--- src/rtl/hpw_pkg.sv ---
package hpw_pkg;

    typedef enum logic [2:0] {
        S_IDLE,
        S_ISSUE,
        S_WAIT,
        S_INSTALL,
        S_NOTFOUND,
        S_FAULT
    } walk_state_e;

    // Entry geometry shared by the walker and its consumers
    localparam int ENTRY_W      = 256;  // long entry, 32 bytes
    localparam int SHORT_W      = 64;   // short entry, 8 bytes
    localparam int PRESENT_BIT  = 0;
    localparam int TAG_LSB      = 64;
    localparam int SHORT_SHIFT  = 3;    // log2 of 8 bytes
    localparam int LONG_SHIFT   = 5;    // log2 of 32 bytes

endpackage

--- src/rtl/hpw_index.sv ---
module hpw_index
    import hpw_pkg::*;
#(
    parameter int ADDR_W = 32,
    parameter int RID_W  = 8,
    parameter int VPN_W  = 20,
    parameter int SIZE_W = 5
) (
    input  logic              fmt_long,
    input  logic [ADDR_W-1:0] base,
    input  logic [SIZE_W-1:0] size,
    input  logic [RID_W-1:0]  rid,
    input  logic [VPN_W-1:0]  vpn,
    output logic [ADDR_W-1:0] entry_addr
);

    logic [ADDR_W-1:0] span_mask;
    logic [ADDR_W-1:0] lin_off;
    logic [ADDR_W-1:0] hash_key;
    logic [ADDR_W-1:0] hash_off;

    always_comb begin
        // bytes covered by the table: 2^size, saturating at the address width
        if (int'(size) >= ADDR_W)
            span_mask = '1;
        else
            span_mask = (ADDR_W'(1) << size) - ADDR_W'(1);

        // linear: page slot within the region, region placed above the span
        lin_off  = ((ADDR_W'(vpn) << SHORT_SHIFT) & span_mask)
                 | (ADDR_W'(rid) << size);

        // hashed: folded key, wrapped to the table
        hash_key = ADDR_W'(rid) ^ ADDR_W'(vpn);
        hash_off = (hash_key << LONG_SHIFT) & span_mask;

        entry_addr = base + (fmt_long ? hash_off : lin_off);
    end

endmodule

--- src/rtl/hpw_entry_check.sv ---
module hpw_entry_check #(
    parameter int RID_W = 8,
    parameter int VPN_W = 20
) (
    input  logic                   fmt_long,
    input  logic                   present_bit,
    input  logic [RID_W+VPN_W-1:0] tag_field,
    input  logic [RID_W-1:0]       rid,
    input  logic [VPN_W-1:0]       vpn,
    output logic                   usable
);

    logic tag_hit;

    always_comb begin
        tag_hit = (tag_field == {rid, vpn});
        // the short form carries no tag, only the present bit matters
        usable  = present_bit && (!fmt_long || tag_hit);
    end

endmodule

--- src/rtl/hpw_ctrl.sv ---
module hpw_ctrl
    import hpw_pkg::*;
(
    input  logic        clk,
    input  logic        rst_n,
    input  logic        miss_valid,
    input  logic        cfg_en,
    input  logic        rd_ready,
    input  logic        rd_rvalid,
    input  logic        rd_xmiss,
    input  logic        entry_ok,
    output logic        miss_ready,
    output logic        take_req,
    output logic        take_data,
    output logic        rd_req,
    output logic        inst_pulse,
    output logic        nf_pulse,
    output logic        fault_pulse
);

    walk_state_e state_q, state_d;

    always_ff @(posedge clk or negedge rst_n) begin
        if (!rst_n)
            state_q <= S_IDLE;
        else
            state_q <= state_d;
    end

    always_comb begin
        state_d = state_q;
        unique case (state_q)
            S_IDLE: begin
                if (miss_valid)
                    state_d = cfg_en ? S_ISSUE : S_NOTFOUND;
            end
            S_ISSUE: begin
                if (rd_ready)
                    state_d = S_WAIT;
            end
            S_WAIT: begin
                if (rd_rvalid) begin
                    if (rd_xmiss)
                        state_d = S_FAULT;
                    else if (entry_ok)
                        state_d = S_INSTALL;
                    else
                        state_d = S_NOTFOUND;
                end
            end
            S_INSTALL,
            S_NOTFOUND,
            S_FAULT: state_d = S_IDLE;
            default: state_d = S_IDLE;
        endcase
    end

    always_comb begin
        miss_ready  = 1'b0;
        take_req    = 1'b0;
        take_data   = 1'b0;
        rd_req      = 1'b0;
        inst_pulse  = 1'b0;
        nf_pulse    = 1'b0;
        fault_pulse = 1'b0;
        unique case (state_q)
            S_IDLE: begin
                miss_ready = 1'b1;
                take_req   = miss_valid;
            end
            S_ISSUE:    rd_req      = 1'b1;
            S_WAIT:     take_data   = rd_rvalid;
            S_INSTALL:  inst_pulse  = 1'b1;
            S_NOTFOUND: nf_pulse    = 1'b1;
            S_FAULT:    fault_pulse = 1'b1;
            default: ;
        endcase
    end

endmodule

--- src/rtl/hashed_walker.sv ---
module hashed_walker
    import hpw_pkg::*;
#(
    parameter int ADDR_W = 32,
    parameter int RID_W  = 8,
    parameter int VPN_W  = 20,
    parameter int SIZE_W = 5,
    parameter int PS_W   = 6
) (
    input  logic               clk,
    input  logic               rst_n,
    input  logic               cfg_en,
    input  logic               cfg_long,
    input  logic [ADDR_W-1:0]  cfg_base,
    input  logic [SIZE_W-1:0]  cfg_size,
    input  logic               miss_valid,
    output logic               miss_ready,
    input  logic [RID_W-1:0]   miss_rid,
    input  logic [VPN_W-1:0]   miss_vpn,
    input  logic [PS_W-1:0]    miss_ps,
    input  logic               miss_side,
    output logic               rd_req,
    output logic [ADDR_W-1:0]  rd_addr,
    output logic               rd_long,
    input  logic               rd_ready,
    input  logic               rd_rvalid,
    input  logic               rd_xmiss,
    input  logic [ENTRY_W-1:0] rd_data,
    output logic               inst_valid,
    output logic               inst_long,
    output logic               inst_side,
    output logic [RID_W-1:0]   inst_rid,
    output logic [VPN_W-1:0]   inst_vpn,
    output logic [PS_W-1:0]    inst_ps,
    output logic [ENTRY_W-1:0] inst_data,
    output logic               nf_pulse,
    output logic               fault_pulse
);

    localparam int TAG_W = RID_W + VPN_W;
    localparam logic [ENTRY_W-1:0] SHORT_MASK = ENTRY_W'({SHORT_W{1'b1}});

    logic               take_req, take_data, entry_ok;
    logic [ADDR_W-1:0]  idx_addr;

    logic               fmt_q, side_q;
    logic [ADDR_W-1:0]  addr_q;
    logic [RID_W-1:0]   rid_q;
    logic [VPN_W-1:0]   vpn_q;
    logic [PS_W-1:0]    ps_q;
    logic [ENTRY_W-1:0] data_q;

    hpw_index #(
        .ADDR_W (ADDR_W),
        .RID_W  (RID_W),
        .VPN_W  (VPN_W),
        .SIZE_W (SIZE_W)
    ) u_index (
        .fmt_long   (cfg_long),
        .base       (cfg_base),
        .size       (cfg_size),
        .rid        (miss_rid),
        .vpn        (miss_vpn),
        .entry_addr (idx_addr)
    );

    hpw_entry_check #(
        .RID_W (RID_W),
        .VPN_W (VPN_W)
    ) u_check (
        .fmt_long    (fmt_q),
        .present_bit (rd_data[PRESENT_BIT]),
        .tag_field   (rd_data[TAG_LSB +: TAG_W]),
        .rid         (rid_q),
        .vpn         (vpn_q),
        .usable      (entry_ok)
    );

    hpw_ctrl u_ctrl (
        .clk         (clk),
        .rst_n       (rst_n),
        .miss_valid  (miss_valid),
        .cfg_en      (cfg_en),
        .rd_ready    (rd_ready),
        .rd_rvalid   (rd_rvalid),
        .rd_xmiss    (rd_xmiss),
        .entry_ok    (entry_ok),
        .miss_ready  (miss_ready),
        .take_req    (take_req),
        .take_data   (take_data),
        .rd_req      (rd_req),
        .inst_pulse  (inst_valid),
        .nf_pulse    (nf_pulse),
        .fault_pulse (fault_pulse)
    );

    // request and configuration are frozen at acceptance
    always_ff @(posedge clk or negedge rst_n) begin
        if (!rst_n) begin
            fmt_q  <= 1'b0;
            side_q <= 1'b0;
            addr_q <= '0;
            rid_q  <= '0;
            vpn_q  <= '0;
            ps_q   <= '0;
        end else if (take_req) begin
            fmt_q  <= cfg_long;
            side_q <= miss_side;
            addr_q <= idx_addr;
            rid_q  <= miss_rid;
            vpn_q  <= miss_vpn;
            ps_q   <= miss_ps;
        end
    end

    always_ff @(posedge clk or negedge rst_n) begin
        if (!rst_n)
            data_q <= '0;
        else if (take_data)
            data_q <= rd_data;
    end

    always_comb begin
        rd_addr   = addr_q;
        rd_long   = fmt_q;
        inst_long = fmt_q;
        inst_side = side_q;
        inst_rid  = rid_q;
        inst_vpn  = vpn_q;
        inst_ps   = ps_q;
        inst_data = fmt_q ? data_q : (data_q & SHORT_MASK);
    end

endmodule

--- config.mk ---
export PLATFORM = sky130hd
export DESIGN_NAME = hashed_walker
export DESIGN_NICKNAME = d
export VERILOG_FILES = /design/src/rtl/hpw_pkg.sv /design/src/rtl/hpw_index.sv /design/src/rtl/hpw_entry_check.sv /design/src/rtl/hpw_ctrl.sv /design/src/rtl/hashed_walker.sv
export SDC_FILE = /design/constraint.sdc
export NUM_CORES = 1
export LEC_CHECK = 0
export BUFFER_PORTS_ARGS = -buffer_cell sky130_fd_sc_hd__buf_2
export CAP_MARGIN = 20
export CORE_AREA = 2 2 261 263
export DETAILED_ROUTE_END_ITERATION = 7
export DIE_AREA = 0 0 263 265
export PLACE_DENSITY = 0.59
export SLEW_MARGIN = 0
export SYNTH_ARGS = -nofsm -noshare
export SYNTH_HDL_FRONTEND = slang
export SYNTH_SLANG_ARGS = --single-unit
export TNS_END_PERCENT = 50
--- constraint.sdc ---
create_clock -name clk -period 2.5 [get_ports clk]
set_clock_uncertainty 0.1 [all_clocks]
set_input_delay 0.25 -clock clk [delete_from_list [all_inputs] [get_ports clk]]
set_output_delay 0.25 -clock clk [all_outputs]
set_load 0.01 [all_outputs]
## Word level (Yosys, flattened, before mapping)

Cells that the tools add are included.

- Eq/ne operators: 9
- Bitwise logic cells: 4
- Shift operators: 2
- Reduce and logical (&&, ||, !) cells: 5
- Muxes and demuxes: 16
- Add/subtract/negate cells: 2

Operators with widths:

| kind | number |
|---|---|
| 256-bit two-way mux | 1 |
| 32-bit adder | 1 |
| 23-bit by 32-bit AND with 32-bit output | 1 |
| 32-bit AND | 1 |
| 32-bit two-way mux | 1 |
| 32-bit OR | 1 |
| 1-bit by 5-bit << shifter with 32-bit output, first input constant | 1 |
| 8-bit by 5-bit << shifter with 32-bit output | 1 |
| 32-bit by 2-bit subtractor with 32-bit output, second input constant | 1 |
| 28-bit == test | 1 |
| 8-bit by 20-bit XOR with 20-bit output | 1 |
| 3-bit two-way mux | 6 |
| 3-bit one-hot mux with 3 select lines | 1 |
| 1-bit two-way mux | 7 |
| 3-bit by 2-bit == test with 1-bit output, second input constant | 2 |
| 3-bit == test, second input constant | 2 |
| 2-bit != test, second input constant | 3 |
| 3-bit by 1-bit == test with 1-bit output, second input constant | 1 |
| 3-bit zero test | 1 |
| 3-bit AND reduction | 1 |
| 1-bit logical AND | 1 |
| 1-bit zero test | 1 |
| 1-bit logical OR | 1 |

- Word-level logic and storage cells: 46
- Output and inout bits: 330
- Input bits: 336
- Bits in registers: 327

## Longest topological paths before layout

- Depth after elaboration: 7
- Gate-level depth with buffers: 18
- Gate-level depth less buffers: 15

## Hierarchy

A second synthesis with hierarchy kept.

- Cell total of the unflattened synthesis: 1,489
- Area, all modules: 17,548.1 um^2

Modules (own cells, without submodules):

| module | instances | area an instance (um^2) | cells each | sequential area each (um^2) |
|---|---|---|---|---|
| hashed_walker | 1 | 13,909.6 | 962 | 8,107.8 |
| hpw_index | 1 | 3,094.2 | 460 | 0.0 |
| hpw_entry_check | 1 | 314.1 | 40 | 0.0 |
| hpw_ctrl | 1 | 230.2 | 27 | 75.1 |

## Least setup slack after synthesis

Ideal clock, no wire load.

- Path kind: input-to-reg
- Start point: in cfg_size[0]
- End point: reg addr_q[31] (netlist: rd_addr[31])
- Data arrival time: 3.516 ns
- Path slack: -1.183 ns
- Buffers on the path: 2
- Stages on the path: 17
- Path through: buf_2 buf_2 mux2i_1 o21ai_0 mux2_2 a21oi_1 nor2_1 a211oi_1 nor3_1 ha_1 a21o_1 a31o_2 nor2_1 o21a_1 a2111o_1 a211o_1 nand3_2

- Longest elaborated chain between the ends: 6

Ends and longest elaborated chain:

| item | line | text |
|---|---|---|
| start: declaration | hashed_walker.sv:15 | `input logic [SIZE_W-1:0] cfg_size,` |
| 1-bit by 5-bit << shifter with 32-bit output | hpw_index.sv:27 | `span_mask = (ADDR_W'(1) << size) - ADDR_W'(1);` |
| 32-bit by 2-bit subtractor with 32-bit output | hpw_index.sv:27 |  |
| 23-bit by 32-bit AND with 32-bit output | hpw_index.sv:30 | `lin_off = ((ADDR_W'(vpn) << SHORT_SHIFT) & span_mask)` |
| 32-bit OR | hpw_index.sv:31 | `\| (ADDR_W'(rid) << size);` |
| 32-bit two-way mux * | hpw_index.sv:37 | `entry_addr = base + (fmt_long ? hash_off : lin_off);` |
| 32-bit adder * | hpw_index.sv:37 |  |
| end signal: assignment | hashed_walker.sv:109 | `addr_q <= idx_addr;` |
| end: declaration | hashed_walker.sv:47 | `logic [ADDR_W-1:0] addr_q;` |

Every way passes the cells marked *; elsewhere a longest branch is shown, timed or not.
A chain may end at the register's enable or synchronous reset.

## Worst setup path in the final report

- Start point: in cfg_size[0]
- End point: reg addr_q[21] (netlist: rd_addr[21])

Same word-level chain as after synthesis.

==> out/results.txt <==
Outcome: finished, violations left
Violated checks: setup timing
Die width: 263 microns
Dpl cells: 3732
Clk pin slew, worst setup/hold paths: 0.06 ns
Crit end category: flop
Nets: 3594
Post-synth EDFFs: 0
DP Area: 22910 sq um
Worst path required time: 2.90 ns
#FFs+latches synth: 327
HPWL after detailed placement: 58010 microns
DR pass1 iterations: 5
HP Class: in -> reg
CP Data Arrival Time: 3.60 ns
Post-synth top area cell: dfrtp_1
Max FO, Critical Path: 4
Clk buf depth: 3
RSZ-0062 raised after global routing: yes
Layout Cells excl Fill: 4134
Max Slew Vio Count: 0
Post-route cell area: 28190 sq um
Via density: 4.529
Ys async rst share: 100.0%
Syn Inst Count: 2151
Area of the mapped netlist: 17350 sq um
Top cells by area, synth: dfrtp_1 (47%), nand2_1 (21%), and2_1 (7.0%)
Final wirelength: 78030 microns
TritonCTS clock tree: done
Logic pwr share: 41.9%
WS Path Type: in -> reg
Final period utilization: 128.1%
Layout cells sized above 1: 34.31%
Max VDD drop: 0.7270 mV
Rows: 95
Total grt overflow: 0
CTS buffer count: 41
Final min period: 3.203 ns
CTS Root Cell: clkbuf_16
Commonest non-fill, non-tap cell in the layout: nand2_1
Syn avg cell area: 8.067 sq um
Clk pwr share: 24.1%
Remaining DRCs: 0
First-pass GRT wire length: 116100 microns
R2r setup slk: 0.16 ns
Die area: 69700 sq um
Startpoint Class: input pin
Starting Density: 25.97%
Synth Warn #: 0
Final setup fails: 25
Int Pwr: 16.39 mW
Core area: 66800 sq um
Pleak: 15.01 nW
Layout area overhead: 62.47%
Antenna-violating nets left: 0
Fin worst setup slack: -0.7034 ns
Vias in the first global route: 18930
Port bufs: 665
Total Power: 27.05 mW
Max Cap Violations: 0
Seq/Total Area, Yosys: 47.16%
Vias: 18720
PD cells: 959.5 nW/um^2
Commonest cells after routing, fill and taps aside: nand2_1 (947), buf_2 (660), dfrtp_1 (326), dlygate4sd3_1 (294), buf_4 (235)
Most common flop cell mapped by yosys: dfrtp_1
Die H: 265 microns
Boundary pin count: 666
Antenna violations before repair: 7
Syn_nets: 2521
Worst-Skew Late Latency: 0.57 ns
Post-synth top area share: 47.16%
Fin. Hold Viols: 0
Max Freq: 312.2 MHz
H-tree depth: 2
GPL Wtd Cong: 0.9286
Clk sinks: 327
Sw Pwr: 10.66 mW
Slew @ Worst Pin: 0.6370 ns
Switching Share: 39.42%
Wire length per cell: 18.87 microns
Largest net degree at the start of global routing: 76
WHS: 0.03690 ns
Synth unique cells: 71
Slew headroom: 57.53%
First DRT Iteration DRCs: 1390
Seq pwr share: 34.0%
Post-place setup slack: -1.359 ns
GR Util All Layers: 21.66%
[worst max-delay path: stages]
cell,delay [ns]
buf_8,0.08
mux4_2,0.54
mux2i_2,0.22
mux2_4,0.23
nor2_4,0.04
a211oi_2,0.22
a211oi_2,0.08
ha_1,0.33
buf_6,0.13
nand3_2,0.05
nand2_1,0.07
a221o_1,0.39
o211ai_4,0.26
buf_6,0.16
a21oi_4,0.06
or4_1,0.40
nand3_1,0.08
[cells by family after synthesis]
| kind of cell | count (synthesis) | share of synthesized area [%] |
|---|---|---|
| XOR/XNOR | 49 | 2.473 |
| AND/OR/NAND/NOR | 1303 | 32.27 |
| adder cells (fa/ha/maj) | 34 | 2.495 |
| buffers and inverters | 209 | 5.985 |
| multiplexers | 22 | 1.543 |
| AO/OA/AOI/OAI | 207 | 8.076 |
| flip-flops | 327 | 47.16 |
[state kept, by name, indices dropped and copies added, names as in the netlist]
name	flops
inst_side	1
u_ctrl.state_q	3
inst_long	1
inst_vpn	20
inst_rid	8
data_q	256
inst_ps	6
rd_addr	32
[timing repair]
item                       in CTS  in global routing
pin swaps                      42                 14
setup endpoints to repair      26                 28
hold buffers                  294                  0
hold endpoints to repair      344                  0
setup buffers                  26                  2
gates cloned                    0                  0
resized for setup             115                 29
[cell type report]
cell class | instances | area, sq um
sequential | 327 | 8187
clock inverter | 18 | 326.6
timing repair buffer | 1222 | 8556
antenna | 5 | 12.51
inverter | 17 | 63.81
fill | 6559 | 38610
clock buffer | 57 | 1146
tap | 873 | 1092
multi-input combinational | 1615 | 8807
[through the flow]
step           utilization (%)  setup TNS (ns)
4_1_cts                  41.99          -9.443
5_1_grt                  42.19          -14.08
6_report                 42.20          -11.69
3_3_place_gp             34.29          -30.88
3_5_place_dp             34.29          -31.99
2_1_floorplan                -          -16.91
[cells in the mapped netlist, types with 8 or more instances]
library cell	number
xnor2_1	25
a211oi_1	9
a21oi_1	40
mux2i_1	11
nand2_1	953
buf_4	65
ha_1	33
nor2_1	57
mux2_2	8
and2_1	193
buf_1	9
dfrtp_1	327
nor4_1	8
a31oi_1	8
and3_1	8
clkbuf_1	110
or3_1	9
nor3_1	21
o21ai_0	48
o31ai_1	14
nand3_1	17
inv_1	16
xor2_1	24
buf_2	8
nand4_1	16
a21o_1	16
[power groups by stage]
| stage | registers (mW) | logic, mW | clock network [mW] |
|---|---|---|---|
| detailed placement | 9.24 | 10.7 | 0 |
| CTS | 9.17 | 11.3 | 6.74 |
| global route | 9.50 | 12.5 | 6.91 |
| finish | 9.19 | 11.3 | 6.53 |
| global placement | 9.18 | 10.6 | 0 |
| floorplan | 8.96 | 6.16 | 0 |
[path summary, 6_finish.rpt]
kind                                                 endpoint                startpoint  cells after the start
worst min register to register        data_q[192]$_DFFE_PN0P_   data_q[192]$_DFFE_PN0P_                      2
min in group asynchronous             data_q[224]$_DFFE_PN0P_                     rst_n                      2
worst max register to register  u_ctrl.state_q[2]$_DFFE_PN0P_  inst_vpn[14]$_DFFE_PN0P_                      8
max in group asynchronous             inst_rid[3]$_DFFE_PN0P_                     rst_n                      3
worst min-delay path                  inst_rid[3]$_DFFE_PN0P_               miss_rid[3]                      4
worst max-delay path                  rd_addr[21]$_DFFE_PN0P_               cfg_size[0]                     17
[layer usage]
| layer | GRT usage [%] | vias to the layer above | wire [microns] |
|---|---|---|---|
| met5 | 0 | - | 21 |
| met2 | 35.89 | 655 | 36860 |
| met1 | 27.82 | 8907 | 33200 |
| met3 | 4.673 | 140 | 5265 |
| li1 | - | 9015 | - |
| met4 | 7.768 | 4 | 2676 |
Power figures use the tool's default switching activity.
